===== config.mk =====
export PLATFORM = sky130hd
export DESIGN_NAME = bit_shifter
export DESIGN_NICKNAME = d
export VERILOG_FILES = /design/src/rtl/bit_shifter_pkg.sv /design/src/rtl/bs_mux2.sv /design/src/rtl/bs_mux4.sv /design/src/rtl/bit_shifter.sv
export SDC_FILE = /design/constraint.sdc
export NUM_CORES = 1
export LEC_CHECK = 0
export BUFFER_PORTS_ARGS = -buffer_cell sky130_fd_sc_hd__buf_2
export CORE_AREA = 2 2 39 41
export DETAILED_ROUTE_END_ITERATION = 8
export DIE_AREA = 0 0 41 43
export GPL_ROUTABILITY_DRIVEN = 0
export MAX_ROUTING_LAYER = met4
export SLEW_MARGIN = 10
export SYNTH_ARGS = -nofsm -noshare
export SYNTH_HDL_FRONTEND = slang
export SYNTH_SLANG_ARGS = --single-unit

===== constraint.sdc =====
create_clock -name vclk -period 0.9
set_input_delay 0.18 -clock vclk [all_inputs]
set_output_delay 0.18 -clock vclk [all_outputs]
set_load 0.02 [all_outputs]

===== src/rtl/bit_shifter_pkg.sv =====
package bit_shifter_pkg;
  typedef enum logic [1:0] {
    MODE_HOLD = 2'b00,
    MODE_SHL  = 2'b01,
    MODE_SHR  = 2'b10,
    MODE_ROR  = 2'b11
  } mode_e;
endpackage


===== src/rtl/bs_mux2.sv =====
module bs_mux2 (
  input  logic a_i,
  input  logic b_i,
  input  logic sel_i,
  output logic y_o
);
  assign y_o = sel_i ? b_i : a_i;
endmodule


===== src/rtl/bs_mux4.sv =====
module bs_mux4 (
  input  logic [3:0] leg_i,
  input  logic [1:0] sel_i,
  output logic       y_o
);
  logic lo, hi;

  // first stage on sel_i[0], second stage on sel_i[1]
  bs_mux2 u_lo  (.a_i(leg_i[0]), .b_i(leg_i[1]), .sel_i(sel_i[0]), .y_o(lo));
  bs_mux2 u_hi  (.a_i(leg_i[2]), .b_i(leg_i[3]), .sel_i(sel_i[0]), .y_o(hi));
  bs_mux2 u_out (.a_i(lo),       .b_i(hi),       .sel_i(sel_i[1]), .y_o(y_o));

  always_comb begin
    if (sel_i == 2'b00) assert_idx0_R6: assert (y_o == leg_i[0]);
    if (sel_i == 2'b11) assert_idx3_R6: assert (y_o == leg_i[3]);
  end
endmodule


===== src/rtl/bit_shifter.sv =====
module bit_shifter
  import bit_shifter_pkg::*;
#(
  parameter int WIDTH = 4
) (
  input  logic [WIDTH-1:0] data_i,
  input  logic [1:0]       mode_i,
  output logic [WIDTH-1:0] data_o
);
  localparam int MSB = WIDTH - 1;

  for (genvar i = 0; i < WIDTH; i++) begin : g_bit
    logic [3:0] leg;
    localparam int RIDX = (i + 1) % WIDTH;

    assign leg[0] = data_i[i];
    if (i == 0) begin : g_shl_fill
      assign leg[1] = 1'b0;
    end else begin : g_shl_src
      assign leg[1] = data_i[i-1];
    end
    if (i == MSB) begin : g_shr_fill
      assign leg[2] = 1'b0;
    end else begin : g_shr_src
      assign leg[2] = data_i[i+1];
    end
    assign leg[3] = data_i[RIDX];

    bs_mux4 u_mux (.leg_i(leg), .sel_i(mode_i), .y_o(data_o[i]));
  end

  always_comb begin
    if (mode_i == MODE_HOLD) assert_hold_R1: assert (data_o == data_i);
    if (mode_i == MODE_SHL)  assert_shl_fill_R2: assert (data_o[0] == 1'b0);
    if (mode_i == MODE_SHL)  assert_shl_msb_R5: assert (data_o[MSB] == data_i[MSB-1]);
    if (mode_i == MODE_SHR)  assert_shr_fill_R3: assert (data_o[MSB] == 1'b0);
    if (mode_i == MODE_ROR)  assert_ror_wrap_R4: assert (data_o[MSB] == data_i[0]);
  end
endmodule


# Word-level counts from Yosys, hierarchy flattened
# Index checks and enable logic that the tools add are counted.
# op_classes
muxes	9
# op_table
operator	n
1-bit 2-to-1 mux	9
# word_totals
regBits	0
in_bits	6
output_inout_bits	4

# Longest topological paths before layout
# depth
depth_word	2
ltp_mapped	4
ltp_nobuf	2

# Cells and area by module
# From an unflattened synthesis, not the netlist that was laid out.
# hier_totals
hier_cells	13
hier_area_um2	183.9
# by_module_without_submodules
module	seq_area_each_um2	area_per_inst_um2	n_inst	cells_each
bs_mux2	0.0	15.0	12	1
bit_shifter	0.0	3.8	1	1

# Worst setup path before layout
# OpenSTA, ideal clock, no wires.
# synth_path
kind	input port to output port
start	in mode_i[0]
end	out data_o[3]
n_path_buf	2
path_slack_ns	0.042
t_arrival_ns	0.678
path_stages	4
cell_sequence	buf_4 -> mux2i_1 -> o21ai_1 -> buf_4
# synth_between
elab_chain_len	2
word_cells_on_any_way	3
cone_classes	3 x mux
# synth_lines
item	line_no	source
start: declaration	bit_shifter.sv:7	input logic [1:0] mode_i,
1-bit 2-to-1 mux	bs_mux2.sv:7	assign y_o = sel_i ? b_i : a_i;
1-bit 2-to-1 mux *	bs_mux2.sv:7	
end: declaration	bit_shifter.sv:8	output logic [WIDTH-1:0] data_o
# Mark *: on every way between the ends. The rest lies on a longest branch, timed or not.

# Final worst setup path
# layout_path
start	in mode_i[1]
end	out data_o[0]
# layout_between
elab_chain_len	1
# layout_lines
item	line_no
1-bit 2-to-1 mux	bs_mux2.sv:7
# Every way passes these cells.

==> flow_metrics.py <==
metrics = {
    "detailed_routing": {
        "wl_um": 243,
        "drtAntennaViolNets": 0,
        "drc": 0,
        "wl_per_cell_um": 6.57,
        "first_pass_iters": 4,
        "vias": 121,
        "drt_iter0_drc": 3,
        "vias_per_cell": 3.27,
    },
    "sta": {
        "maxClockFrequency_mhz": 1160,
        "worst_slew_pin_slew_ps": 120,
        "final_hold_viol_count": 0,
        "finalCriticalPeriod_ps": 864,
        "slew_headroom_pct": 91.7,
        "finalSetupTns_ps": 0,
        "fin_ws_ps": 36.4,
        "setup_viol": 0,
        "finalMaxSlewViolations": 0,
        "finalCritPeriodShare_pct": 96.0,
        "rsz0062_at_grt": "yes",
    },
    "synth": {
        "syn_area_per_cell_sq_um": 6.73,
        "yosys-top-cells-area": "buf_4, mux2i_1, o21ai_1",
        "yosys_warnings": 0,
        "yosys.area.top_type": "buf_4",
        "synthTopCellsByCount": "buf_4, mux2i_1, o21ai_1, nand2_1",
        "syn_nets": 22,
        "netlist_area_sq_um": 108,
        "synth_top_area_share_pct": 34.9,
        "synth_seq_area_share_pct": 0,
        "synthDistinctLibCells": 7,
        "synth.most_common_cell": "buf_4",
        "synthCells": 16,
    },
    "worst_hold_path": {
        "hp-start": "data_i[3]",
        "whs_path_depth": 4,
        "whs_endpoint": "data_o[2]",
        "min_path_type": "in2out",
    },
    "cells_and_area": {
        "finish.instance_area_sq_um": 166,
        "regArea_sq_um": 0,
        "area_growth_pct": 54.7,
        "diodes": 0,
        "drive_gt1_share_pct": 52.4,
        "seq_cells": 0,
        "fin_nets": 29,
        "fill_cells": 164,
        "multi_input_area_sq_um": 72.6,
        "clkbuf_count": 0,
    },
    "worst_setup_path": {
        "critPathRequiredTime_ps": 720,
        "crit_fanout": 8,
        "setup.worst_path.class": "in2out",
        "cp-start-kind": "input port",
        "cp-end-kind": "primary output",
        "worstPathArrival_ps": 680,
    },
    "floorplan": {
        "die_area_sq_um": 1760,
        "start_util_pct": 7.78,
        "io_pins": 10,
        "row_count": 14,
        "die_w_um": 41,
        "core-area_sq_um": 1380,
        "die_h_um": 43,
    },
    "place": {
        "dp_slack_ps": -26.4,
        "io_buffers": 10,
        "hpwl_um": 204,
        "placed_area_sq_um": 140,
    },
    "global_route": {
        "grt_antenna_before_repair": 0,
        "grt_remaining_overflow": 0,
        "grt_max_degree": 9,
        "grt_pass1_vias": 80,
        "grt_pass1_wl_um": 296,
        "grt_use_total_pct": 2.25,
    },
    "power": {
        "vdd_drop_max_mv": 0.0508,
        "power_leakage_uw": 0.0000811,
        "power_density_nw_per_um2": 577,
        "finalPower_uw": 96.1,
    },
    "cts": {
        "cts-hold-fix-buffers": 0,
    },
    "flow_run": {
        "drv_cap": 0,
    },
    "status": {
        "status": "finished, final reports clean",
    },
}
kinds of logic (layout without fill, tap and decap cells):
logic type	after synthesis	after routing	share of synthesized area (%)
buffers and inverters	5	10	34.9
AND/OR/NAND/NOR	4	4	15.1
AO/OA/AOI/OAI	4	4	22.1
multiplexers	3	3	27.9
layout make-up:
type,instances,share of cell area (%)
repair buffers,10,44.4
multi-input cells,11,43.6
well taps,16,12.0
repair_timing:
item | in CTS | in global routing
endpoints found under the hold margin | 0 | 0
resized for setup | 3 | 6
endpoints found under the setup margin | 3 | 3
buffers inserted | 0 | 0
pin swaps | 1 | 1
where the power goes:
group | switching [uW] | total (uW) | internal (uW)
clock | 0 | 0 | 0
combinational | 48.6 | 96.1 | 47.5
sequential | 0 | 0 | 0
total | 48.6 | 96.1 | 47.5
how the worst max path moves through the flow:
stage | start | end | slack, ps | cells past startpoint
finish | mode_i[1] | data_o[0] | 40 | 4
global placement | mode_i[0] | data_o[1] | -30 | 4
global route | mode_i[0] | data_o[1] | -30 | 4
detailed placement | mode_i[0] | data_o[2] | -30 | 4
CTS | mode_i[0] | data_o[1] | 7 | 4
floorplan | mode_i[0] | data_o[3] | 40 | 4
per-stage QoR:
step           utilization, %  std cells  hold WS [ps]
2_1_floorplan               -         16           553
3_3_place_gp             10.1         37           718
3_5_place_dp             10.1         37           724
4_1_cts                  10.8         37           724
5_1_grt                  12.0         37           741
6_report                 12.0         37           706
metal layers:
metal | up-vias | wire (um) | GRT usage, %
met5 | - | 0 | -
met4 | 0 | 0 | 0
met3 | 0 | 28 | 0
met2 | 7 | 120 | 4.69
met1 | 52 | 94 | 2.22
li1 | 62 | - | -
placed cells by master (no fill, tap or decap), drive strengths merged:
master and n:
mux2i 3, a22o 1, clkbuf 1, nor2 1, nand2 2, o21ai 3, nand3 1, buf 9
worst max-delay path, stage by stage:
cell	delay [ps]
clkbuf_4	150
nor2_2	50
a22o_1	180
buf_6	130
Power figures use the tool's default switching activity.
